<file path="config.mk">
export PLATFORM = sky130hd
export DESIGN_NAME = kbd_responder
export DESIGN_NICKNAME = d
export VERILOG_FILES = /design/src/rtl/kbd_pkg.sv /design/src/rtl/kbd_lock_filter.sv /design/src/rtl/kbd_reply_seq.sv /design/src/rtl/kbd_rx_fifo.sv /design/src/rtl/kbd_responder.sv
export SDC_FILE = /design/constraint.sdc
export NUM_CORES = 1
export LEC_CHECK = 0
export ABC_CLOCK_PERIOD_IN_PS = 4200
export BUFFER_PORTS_ARGS = -buffer_cell sky130_fd_sc_hd__buf_2
export CAP_MARGIN = 30
export CORE_ASPECT_RATIO = 1.5
export CORE_UTILIZATION = 51
export DETAILED_ROUTE_END_ITERATION = 8
export PLACE_DENSITY_LB_ADDON = 0.25
export SETUP_SLACK_MARGIN = 0.3
export SLEW_MARGIN = 20
export SYNTH_ARGS = -nofsm -noshare
export SYNTH_HDL_FRONTEND = slang
export SYNTH_SLANG_ARGS = --single-unit
</file>
<file path="constraint.sdc">
create_clock -name clk -period 4.2 [get_ports clk]
set_clock_uncertainty 0.05 [all_clocks]
set_input_delay 0.21 -clock clk [delete_from_list [all_inputs] [get_ports clk]]
set_output_delay 0.21 -clock clk [all_outputs]
set_load 0.05 [all_outputs]
</file>
<file path="src/rtl/kbd_pkg.sv">
package kbd_pkg;
   localparam logic [7:0] CMD_RESET    = 8'h01;
   localparam logic [7:0] CMD_SET_LED  = 8'h0E;
   localparam logic [7:0] CMD_LAYOUT_A = 8'h07;
   localparam logic [7:0] CMD_LAYOUT_B = 8'h0F;

   typedef enum logic {RPL_RESET = 1'b0, RPL_LAYOUT = 1'b1} reply_kind_t;

   function automatic logic [7:0] reply_byte(reply_kind_t k, logic [1:0] idx);
      logic [7:0] b;
      if (k == RPL_RESET) begin
         case (idx)
            2'd0:    b = 8'hFF;
            2'd1:    b = 8'h04;
            default: b = 8'h7F;
         endcase
      end else begin
         b = (idx == 2'd0) ? 8'hFE : 8'h21;
      end
      return b;
   endfunction

   function automatic logic [1:0] reply_last(reply_kind_t k);
      return (k == RPL_RESET) ? 2'd2 : 2'd1;
   endfunction
endpackage

</file>
<file path="src/rtl/kbd_lock_filter.sv">
module kbd_lock_filter #(
   parameter logic [6:0] LOCK_CODE = 7'h77
) (
   input  logic       clk,
   input  logic       rst_n,
   input  logic       key_valid,
   input  logic [6:0] key_code,
   input  logic       key_release,
   output logic       drop
);
   logic [1:0] state_q;
   logic [1:0] state_n;
   logic       hit;

   assign hit     = key_valid && (key_code == LOCK_CODE);
   assign state_n = state_q ^ (key_release ? 2'd2 : 2'd1);
   assign drop    = hit && (key_release ? (state_n == 2'd3) : (state_n == 2'd2));

   always_ff @(posedge clk) begin
      if (!rst_n)   state_q <= 2'd0;
      else if (hit) state_q <= state_n;
   end

   // a press that follows an unreported release is swallowed
   a_r6_second_press_dropped: assert property (@(posedge clk) disable iff (!rst_n)
      hit && !key_release && state_q == 2'd3 |-> drop);
   // a first press is always reported
   a_r6_first_press_kept: assert property (@(posedge clk) disable iff (!rst_n)
      hit && !key_release && state_q == 2'd0 |-> !drop);
endmodule

</file>
<file path="src/rtl/kbd_reply_seq.sv">
module kbd_reply_seq
   import kbd_pkg::*;
(
   input  logic       clk,
   input  logic       rst_n,
   input  logic       cmd_fire,
   input  logic [7:0] cmd_byte,
   input  logic       stall,
   output logic       flush,
   output logic       wr_en,
   output logic [7:0] wr_data
);
   logic        busy_q, busy_n;
   reply_kind_t kind_q, kind_n;
   logic [1:0]  idx_q, idx_n;
   logic        skip_q, skip_n;
   logic        pend_v_q, pend_v_n;
   logic [7:0]  pend_b_q, pend_b_n;
   logic        src_v;
   logic [7:0]  src_b;

   assign src_v = !busy_q && (pend_v_q || cmd_fire);
   assign src_b = pend_v_q ? pend_b_q : cmd_byte;

   always_comb begin
      flush    = 1'b0;
      wr_en    = 1'b0;
      wr_data  = 8'h00;
      busy_n   = busy_q;
      kind_n   = kind_q;
      idx_n    = idx_q;
      skip_n   = skip_q;
      pend_v_n = pend_v_q;
      pend_b_n = pend_b_q;
      if (busy_q) begin
         if (!stall) begin
            wr_en   = 1'b1;
            wr_data = reply_byte(kind_q, idx_q);
            if (idx_q == reply_last(kind_q)) busy_n = 1'b0;
            else                             idx_n  = idx_q + 2'd1;
         end
         if (cmd_fire && !pend_v_q) begin
            pend_v_n = 1'b1;
            pend_b_n = cmd_byte;
         end
      end else begin
         if (pend_v_q) begin
            pend_v_n = cmd_fire;
            pend_b_n = cmd_byte;
         end
         if (src_v) begin
            if (skip_q) begin
               skip_n = 1'b0;
            end else begin
               case (src_b)
                  CMD_RESET: begin
                     flush  = 1'b1;
                     busy_n = 1'b1;
                     kind_n = RPL_RESET;
                     idx_n  = 2'd0;
                  end
                  CMD_SET_LED: skip_n = 1'b1;
                  CMD_LAYOUT_A, CMD_LAYOUT_B: begin
                     flush  = 1'b1;
                     busy_n = 1'b1;
                     kind_n = RPL_LAYOUT;
                     idx_n  = 2'd0;
                  end
                  default: ;
               endcase
            end
         end
      end
   end

   always_ff @(posedge clk) begin
      if (!rst_n) begin
         busy_q   <= 1'b0;
         kind_q   <= RPL_RESET;
         idx_q    <= 2'd0;
         skip_q   <= 1'b0;
         pend_v_q <= 1'b0;
         pend_b_q <= 8'h00;
      end else begin
         busy_q   <= busy_n;
         kind_q   <= kind_n;
         idx_q    <= idx_n;
         skip_q   <= skip_n;
         pend_v_q <= pend_v_n;
         pend_b_q <= pend_b_n;
      end
   end

   // a stalled reply keeps its position
   a_r9_stall_holds: assert property (@(posedge clk) disable iff (!rst_n)
      busy_q && stall |=> busy_q && $stable(idx_q));
   // a command during a reply is parked in the free slot
   a_r9_slot_fills: assert property (@(posedge clk) disable iff (!rst_n)
      busy_q && cmd_fire && !pend_v_q |=> pend_v_q);
   // a skipped byte starts no reply and clears the skip state
   a_r3_skip_consumes: assert property (@(posedge clk) disable iff (!rst_n)
      src_v && skip_q |=> !busy_q && !skip_q);
   // a flush always begins a reply at its first byte
   a_r2_flush_starts: assert property (@(posedge clk) disable iff (!rst_n)
      flush |=> busy_q && idx_q == 2'd0);
endmodule

</file>
<file path="src/rtl/kbd_rx_fifo.sv">
module kbd_rx_fifo #(
   parameter int DEPTH = 16
) (
   input  logic       clk,
   input  logic       rst_n,
   input  logic       flush,
   input  logic       wr_en,
   input  logic [7:0] wr_data,
   input  logic       rd_en,
   output logic       rx_avail,
   output logic [7:0] rx_data
);
   localparam int PTR_W = $clog2(DEPTH);
   localparam int CNT_W = PTR_W + 1;
   localparam logic [CNT_W-1:0] FULL = CNT_W'(DEPTH);

   logic [7:0]       mem [DEPTH];
   logic [PTR_W-1:0] wptr_q, rptr_q, waddr;
   logic [CNT_W-1:0] count_q;
   logic             do_wr, do_rd;

   assign do_wr = wr_en && (flush || count_q != FULL);
   assign do_rd = rd_en && !flush && count_q != '0;
   assign waddr = flush ? '0 : wptr_q;

   always_ff @(posedge clk) begin
      if (do_wr) mem[waddr] <= wr_data;
   end

   always_ff @(posedge clk) begin
      if (!rst_n) begin
         wptr_q  <= '0;
         rptr_q  <= '0;
         count_q <= '0;
      end else if (flush) begin
         rptr_q  <= '0;
         wptr_q  <= do_wr ? PTR_W'(1) : '0;
         count_q <= do_wr ? CNT_W'(1) : '0;
      end else begin
         if (do_wr) wptr_q <= wptr_q + PTR_W'(1);
         if (do_rd) rptr_q <= rptr_q + PTR_W'(1);
         count_q <= count_q + (do_wr ? CNT_W'(1) : '0) - (do_rd ? CNT_W'(1) : '0);
      end
   end

   assign rx_avail = (count_q != '0);
   assign rx_data  = rx_avail ? mem[rptr_q] : 8'h00;

   // the count never passes the depth
   a_r1_no_overflow: assert property (@(posedge clk) disable iff (!rst_n)
      count_q <= FULL);
   // a write into a full queue without a read leaves it full
   a_r1_full_drop: assert property (@(posedge clk) disable iff (!rst_n)
      !flush && count_q == FULL && wr_en && !rd_en |=> count_q == FULL);
   // reading an empty queue changes nothing
   a_r7_empty_read: assert property (@(posedge clk) disable iff (!rst_n)
      !flush && !wr_en && count_q == '0 && rd_en |=> count_q == '0);
   // a flush leaves at most the coincident byte
   a_r2_flush_empties: assert property (@(posedge clk) disable iff (!rst_n)
      flush |=> count_q <= CNT_W'(1));
endmodule

</file>
<file path="src/rtl/kbd_responder.sv">
module kbd_responder #(
   parameter int                DEPTH      = 16,
   parameter int                NUM_LOCKS  = 2,
   parameter logic [NUM_LOCKS*7-1:0] LOCK_CODES = {7'h62, 7'h77}
) (
   input  logic       clk,
   input  logic       rst_n,
   input  logic       tx_en,
   input  logic       cmd_valid,
   input  logic [7:0] cmd_byte,
   input  logic       key_valid,
   input  logic [6:0] key_code,
   input  logic       key_release,
   input  logic       rd_en,
   output logic       rx_avail,
   output logic [7:0] rx_data
);
   initial begin
      assert (DEPTH >= 4 && (DEPTH & (DEPTH - 1)) == 0)
         else $fatal(1, "DEPTH must be a power of two of at least 4");
      assert (NUM_LOCKS >= 1)
         else $fatal(1, "NUM_LOCKS must be at least 1");
   end

   logic [NUM_LOCKS-1:0] lock_drop;
   logic                 key_wr;
   logic                 cmd_fire;
   logic                 flush, rep_wr;
   logic [7:0]           rep_data;
   logic                 q_wr;
   logic [7:0]           q_data;

   for (genvar i = 0; i < NUM_LOCKS; i++) begin : g_lock
      kbd_lock_filter #(.LOCK_CODE(LOCK_CODES[i*7 +: 7])) u_lock (
         .clk        (clk),
         .rst_n      (rst_n),
         .key_valid  (key_valid),
         .key_code   (key_code),
         .key_release(key_release),
         .drop       (lock_drop[i])
      );
   end

   assign key_wr   = key_valid && !(|lock_drop);
   assign cmd_fire = cmd_valid && tx_en;

   kbd_reply_seq u_seq (
      .clk     (clk),
      .rst_n   (rst_n),
      .cmd_fire(cmd_fire),
      .cmd_byte(cmd_byte),
      .stall   (key_wr),
      .flush   (flush),
      .wr_en   (rep_wr),
      .wr_data (rep_data)
   );

   assign q_wr   = key_wr || rep_wr;
   assign q_data = key_wr ? {key_release, key_code} : rep_data;

   kbd_rx_fifo #(.DEPTH(DEPTH)) u_fifo (
      .clk     (clk),
      .rst_n   (rst_n),
      .flush   (flush),
      .wr_en   (q_wr),
      .wr_data (q_data),
      .rd_en   (rd_en),
      .rx_avail(rx_avail),
      .rx_data (rx_data)
   );

   // key and reply writes never collide on the queue port
   a_r5_single_writer: assert property (@(posedge clk) disable iff (!rst_n)
      !(key_wr && rep_wr));
   // with transmit disabled no command starts a flush
   a_r8_gated: assert property (@(posedge clk) disable iff (!rst_n)
      !tx_en && cmd_valid && !rx_avail && !key_valid |=> !rx_avail);
endmodule

</file>
After elaboration in Yosys (flattened, before gate mapping)
Memories as Yosys holds them, arrays and structs flattened. A register that Yosys moved wholly into a read port is not among the register bits.
Index checks and enable logic that the tools add are counted.
- input bits: 22
- latch bits: 0
- memories: 1
- word-level logic and storage cells: 118
- output and inout port bits: 9
- memory bits (writable): 128
- register bits: 31
- memory bits (read-only): 0
- memory list (name ; words ; bits a word ; rd ports ; clocked after Yosys merged registers in ; write ports ; RTL line ; source):
    u_fifo.mem ; 16 ; 8 ; 1 ; 1 ; 1 ; kbd_rx_fifo.sv:17 ; logic [7:0] mem [DEPTH];
- divide/modulo/power cells: 0
- multiply operators: 0
- bitwise gates (word level): 5
- add/sub/neg operators: 5
- equal/unequal tests: 17
- reductions and logical operators: 33
- multiplexer cells: 46
- magnitude comparators: 0
- shifts and indexed selects: 0
- operators with widths (cell ; number):
    8-bit two-way mux ; 9
    1-bit two-way mux ; 21
    4-bit two-way mux ; 5
    8-bit by 4-bit == test with 1-bit output, second input constant ; 2
    2-bit two-way mux ; 8
    8-bit case mux with 2 select lines ; 1
    7-bit == test, second input constant ; 2
    1-bit logical AND ; 11
    2-bit nonzero test ; 5
    4-bit by 1-bit adder with 4-bit output, second input constant ; 2
    2-bit == test, second input constant ; 4
    8-bit by 1-bit == test with 1-bit output, second input constant ; 1
    8-bit by 3-bit == test with 1-bit output, second input constant ; 1
    2-bit inequality test, second input constant ; 3
    2-bit OR reduction ; 3
    5-bit adder ; 1
    5-bit two-way mux ; 1
    5-bit inequality test, second input constant ; 1
    5-bit AND reduction ; 1
    5-bit nonzero test ; 1
    5-bit subtractor ; 1
    1-bit zero test ; 4
    2-bit AND reduction ; 2
    4-bit AND reduction ; 1
    other kinds (10) ; 15

Logic depth before layout (Yosys ltp)
- depth after elaboration: 16
- gate-level depth with buffers: 18
- depth with buffers taken out: 16

Cells and area by module
From an unflattened synthesis, not the netlist that was laid out.
- cells, all modules: 458
- area total of the unflattened synthesis: 7185.6 µm²
- by module, submodules not included (module ; seq. area each (µm²) ; times used ; cells each ; area each (µm²)):
    kbd_rx_fifo ; 4184.0 ; 1 ; 327 ; 5955.7
    kbd_reply_seq ; 280.3 ; 1 ; 91 ; 817.0
    kbd_responder ; 0.0 ; 1 ; 12 ; 156.4
    kbd_lock_filter (g_lock[1].u_lock) ; 40.0 ; 1 ; 14 ; 128.9
    kbd_lock_filter (g_lock[0].u_lock) ; 40.0 ; 1 ; 14 ; 127.6

Worst setup path after synthesis
No wires, ideal clock.
- kind: reg-to-reg
- start point: reg u_fifo.count_q[3]
- end point: reg u_fifo.count_q[4]
- stages on the path, launching flop included: 19
- clock period less this slack: 3.129 ns
- buffers on the path: 2
- library setup time: 0.070 ns
- slack: 1.071 ns
- data arrival time: 3.009 ns
- data required time: 4.080 ns
- cell sequence: dfxtp_1 inv_1 ha_1 or4b_1 buf_2 and2_1 clkbuf_1 nor2b_1 nand2_1 inv_1 a21o_1 ha_1 inv_1 fa_1 inv_1 a21oi_1 nor2_1 or3_1 a21oi_1
- elaborated cells between the ends (all ways): 10
- those cells by class: add/sub: 2; eq/ne: 1; mux: 3; reduce/logical: 4
- RTL lines (what ; RTL line ; source):
    start: declaration ; kbd_rx_fifo.sv:19 ; logic [CNT_W-1:0] count_q;
    start signal: assignment ; kbd_rx_fifo.sv:38 ; count_q <= do_wr ? CNT_W'(1) : '0;
    start signal: assignment ; kbd_rx_fifo.sv:42 ; count_q <= count_q + (do_wr ? CNT_W'(1) : '0) - (do_rd ? CNT_W'(1) : '0);
    5-bit nonzero test ; - ;
    via rx_avail ; kbd_responder.sv:15 ; output logic rx_avail,
    1-bit logical AND ; kbd_rx_fifo.sv:23 ; assign do_rd = rd_en && !flush && count_q != '0;
    1-bit two-way mux ; kbd_rx_fifo.sv:42 ;
    5-bit subtractor ; kbd_rx_fifo.sv:42 ;
    5-bit two-way mux ; kbd_rx_fifo.sv:35 ; end else if (flush) begin
The timed path passes the listed nets, and every way through them passes these cells.
A chain may end at the register's enable or synchronous reset.

Final worst setup path
- start point: reg u_fifo.count_q[3]
- end point: reg u_fifo.count_q[4]
- cells in the longest elaborated chain, start to end: 7
- elaborated cells between the ends (all ways): 10
- those cells by class: add/sub: 2; eq/ne: 1; mux: 3; reduce/logical: 4
- ends and longest elaborated chain (what ; RTL line ; source):
    5-bit inequality test ; kbd_rx_fifo.sv:22 ; assign do_wr = wr_en && (flush || count_q != FULL);
    1-bit logical OR ; kbd_rx_fifo.sv:22 ;
    1-bit logical AND ; kbd_rx_fifo.sv:22 ;
    1-bit two-way mux ; kbd_rx_fifo.sv:42 ;
    5-bit adder ; kbd_rx_fifo.sv:42 ;
    5-bit subtractor * ; kbd_rx_fifo.sv:42 ;
    5-bit two-way mux * ; kbd_rx_fifo.sv:35 ;
Mark *: on every way between the ends. The rest lies on a longest branch, timed or not.

==> summary.txt <==
Drt
  – Remaining DRCs: 0
  – Vias per std cell: 5.92
  – Final ANT Viol Nets: 0
  – Routed wire length: 13700 um
  – Initial DRC count: 185
  – Drt first pass iters: 5
  – Avg WL per Cell: 20.9 um
  – Routed vias: 3898

Setup path
  – CP Launch Type: flip-flop
  – Worst path bufs/invs: 4
  – FF-to-FF End: u_fifo.count_q[4]
  – Critical Path RT: 4.50 ns
  – Setup Crit Path Kind: flip-flop to flip-flop
  – Most frequent CP cell: inv_1
  – Data arrival, critical path: 3.57 ns
  – Top delay family on crit path: simple AND/OR/NAND/NOR gates
  – CP max FO: 10
  – Worst path cell trace: inv_1 -> ha_1 -> or4b_1 -> and2_1 -> nor2b_1 -> nand2_1 -> inv_1 -> a21o_1 -> ha_1 -> inv_1 -> fa_1 -> inv_1 -> a21oi_1 -> nor2_1 -> or3_1 -> a21oi_1
  – Reg2reg path depth: 16
  – Reg2Reg Launch Point: u_fifo.count_q[3]
  – Critical path's slowest cell: or4b_1
  – Crit-path max cell delay: 0.63 ns
  – R2R setup slack: 0.93 ns
  – Setup crit end kind: flip-flop

STA
  – Final Max Tran Viols: 0
  – Final Critical Period: 3.27 ns
  – Relative slew slack: 38.3%
  – Peak Freq: 0.306 GHz
  – Final setup fails: 0
  – Tcrit/Tclk final: 77.9%
  – Post-Route Setup TNS: 0 ns
  – RSZ-0062 raised after global routing: false
  – Final hold violations: 0
  – Worst-Margin Slew: 0.918 ns

Floorplan
  – Core Region: 13100 um^2
  – Chip Width: 97.4 um
  – Die Area: 14100 um^2
  – Rows: 51
  – Initial core utilization: 53.0%
  – Die height: 145 um
  – Total I/O pin count: 31

Power
  – Max IR drop VDD: 388 uV
  – Power share of the clock group: 34.7%
  – P_sw: 1.29 mW
  – Reg power frac: 42.8%
  – Internal power: 3.14 mW
  – Gate power share: 22.5%
  – Leak: 2.73 nW
  – Pwr/cell area: 555 nW/um^2
  – Sw Share: 29.2%

Logic synthesis
  – Post-synth top area cell: edfxtp_1
  – EDFF count, synth: 128
  – Mapped Nets: 470
  – Top-count cell post-synth: edfxtp_1
  – Share of the synthesized area in the top cell type: 55.2%
  – Cells after Synth: 438
  – Ys flop type: edfxtp_1
  – Mean Syn Cell Area: 15.9 um^2
  – Area contributors post-synth: edfxtp_1, mux4_2, dfxtp_1
  – Post-Syn Area: 6960 um^2
  – Sequential share of the synthesized area: 65.3%
  – Most frequent cells after synthesis: edfxtp_1, mux4_2, dfxtp_1
  – Async set-reset flop share out of synthesis: 0%
  – Synth cell types: 58
  – Yosys warns: 0
  – Yosys reg bits: 163

Worst hold path
  – HP Start: cmd_byte[7]
  – Hold depth: 3
  – Hold endpoint: u_seq.pend_b_q[7]
  – Worst Hold Class: input port to flip-flop

CTS
  – CTS clk-pin slew, worst paths: 0.06 ns
  – CTS max path bufs: 2
  – # Post-CTS Setup Buffers: 0
  – Root buffer cell: clkbuf_16
  – # resized after CTS: 0
  – Clock Latency Late Sink: 0.42 ns
  – TritonCTS buffer count: 17
  – H-tree depth: 4
  – CTS tree: yes
  – CTS sink cnt: 163

Cells and area
  – Final Util: 60.7%
  – Register area: 4550 um^2
  – Fill count: 972
  – Antenna Cells: 0
  – Area of the multi-input gates: 2280 um^2
  – Share of cells above drive strength 1: 28.7%
  – Final nets: 518
  – Area grow syn2layout: 14.6%

Global routing
  – Tot GR Track Use: 20.7%
  – Pin count of the biggest net entering global routing: 33
  – First-pass GRT wire length: 21800 um
  – Gr ovfl total: 0
  – Vias in the first global route: 4044
  – Met2 Use GR: 36.4%
  – Initial antenna violation count: 0
  – Most crowded layer after global routing: met2
  – Met3 GRT Util: 3.71%
  – GR Layer Usage met1: 24.2%

Run
  – Max Cap Viol: 0

Status
  – Status: complete, no violations

Place
  – DPL Wire Length: 9360 um
  – Number of I/O port buffers: 30
  – Gpl congestion: 0.797
cell families after synthesis:
kind of cell | Yosys count | share of synthesized area [%]
buffers and inverters | 35 | 2.23
multiplexers | 53 | 14.9
XOR/XNOR | 12 | 1.51
AO/OA/AOI/OAI | 48 | 4.81
flip-flops | 163 | 65.3
adder cells (fa/ha/maj) | 10 | 1.90
AND/OR/NAND/NOR | 117 | 9.41
worst register-to-register path, delay by kind of cell, from the launching register on:
| kind | cells | cell delay (ns) |
|---|---|---|
| adder cells (fa/ha/maj) | 3 | 0.55 |
| AO/OA/AOI/OAI | 3 | 0.42 |
| flip-flops | 1 | 0.32 |
| AND/OR/NAND/NOR | 6 | 1.57 |
| buffers and inverters | 4 | 0.29 |
metrics by stage:
stage	setup slack (ns)	area [um^2]	instances	power, mW	hold slack [ns]
floorplan	1.07	6960	438	2.69	0.316
global placement	1.05	7360	622	2.91	0.434
detailed placement	0.928	7360	623	2.94	0.438
CTS	0.887	7970	656	4.48	0.00683
global route	0.695	7980	658	4.61	0.0333
finish	0.927	7980	658	4.43	0.0209
registers in the layout (all words and copies together), names as in the netlist, named ones only:
name,flops
u_fifo.mem,128
u_seq.pend_b_q,8
u_fifo.count_q,5
g_lock.u_lock.state_q,4
u_fifo.rptr_q,4
u_fifo.wptr_q,4
u_seq.idx_q,2
u_seq.busy_q,1
u_seq.kind_q,1
u_seq.pend_v_q,1
u_seq.skip_q,1
how the worst max path moves through the flow:
| stage | start | endpoint | depth (start not counted) |
|---|---|---|---|
| final | u_fifo.count_q[3] | u_fifo.count_q[4] | 16 |
| after global routing | u_fifo.count_q[3] | u_fifo.count_q[4] | 16 |
| after CTS | flip-flop | rx_data[1] | 5 |
| after detailed placement | u_fifo.count_q[2] | u_fifo.count_q[4] | 16 |
| after global placement | u_fifo.count_q[3] | u_fifo.count_q[4] | 16 |
| after floorplan | u_fifo.count_q[3] | u_fifo.count_q[4] | 18 |
timing repair:
action | in CTS | in global routing
endpoints found under the hold margin | 1 | 0
hold buffers | 1 | 0
endpoints found under the setup margin | 0 | 0
metal layers:
metal / wire length, um / vias to the layer above
li1: - / 1804
met1: 5230 / 1938
met2: 7580 / 127
met3: 517 / 29
met4: 412 / 0
met5: 0 / -
power by group through the flow:
| stage | Clock, mW | Sequential, mW | Combinational [mW] |
|---|---|---|---|
| 3_3_place_gp | 0 | 1.93 | 0.984 |
| 5_1_grt | 1.64 | 1.91 | 1.07 |
| 2_1_floorplan | 0 | 1.87 | 0.826 |
| 3_5_place_dp | 0 | 1.93 | 1.01 |
| 6_report | 1.54 | 1.89 | 0.996 |
| 4_1_cts | 1.57 | 1.90 | 1.01 |
cell type report:
cell class / count / share of cell area (%)
flip-flops and latches: 163 / 57.0
multi-input cells: 240 / 28.6
clock buffers: 17 / 5.33
repair buffers: 53 / 4.01
well taps: 159 / 2.49
clock inverters: 15 / 2.12
inverters: 11 / 0.517
placed cells by master, fill, tap and decap left out, drive strengths merged, types with 7 or more instances in the layout:
| cell type | Yosys | layout |
|---|---|---|
| buf | 12 | 50 |
| nand2 | 22 | 22 |
| a21o | 9 | 9 |
| edfxtp | 128 | 128 |
| nand2b | 7 | 7 |
| mux4 | 40 | 40 |
| o21ai | 11 | 11 |
| and2 | 15 | 15 |
| clkbuf | 12 | 19 |
| dfxtp | 35 | 35 |
| mux2i | 12 | 12 |
| nand3 | 8 | 8 |
| inv | 11 | 17 |
| nor2 | 16 | 16 |
| nor3 | 12 | 12 |
| ha | 9 | 9 |
| nor2b | 10 | 10 |
| xor2 | 8 | 8 |
| a21oi | 11 | 11 |
| nor4 | 7 | 7 |
Note: power is estimated with default switching activity, not from simulation.
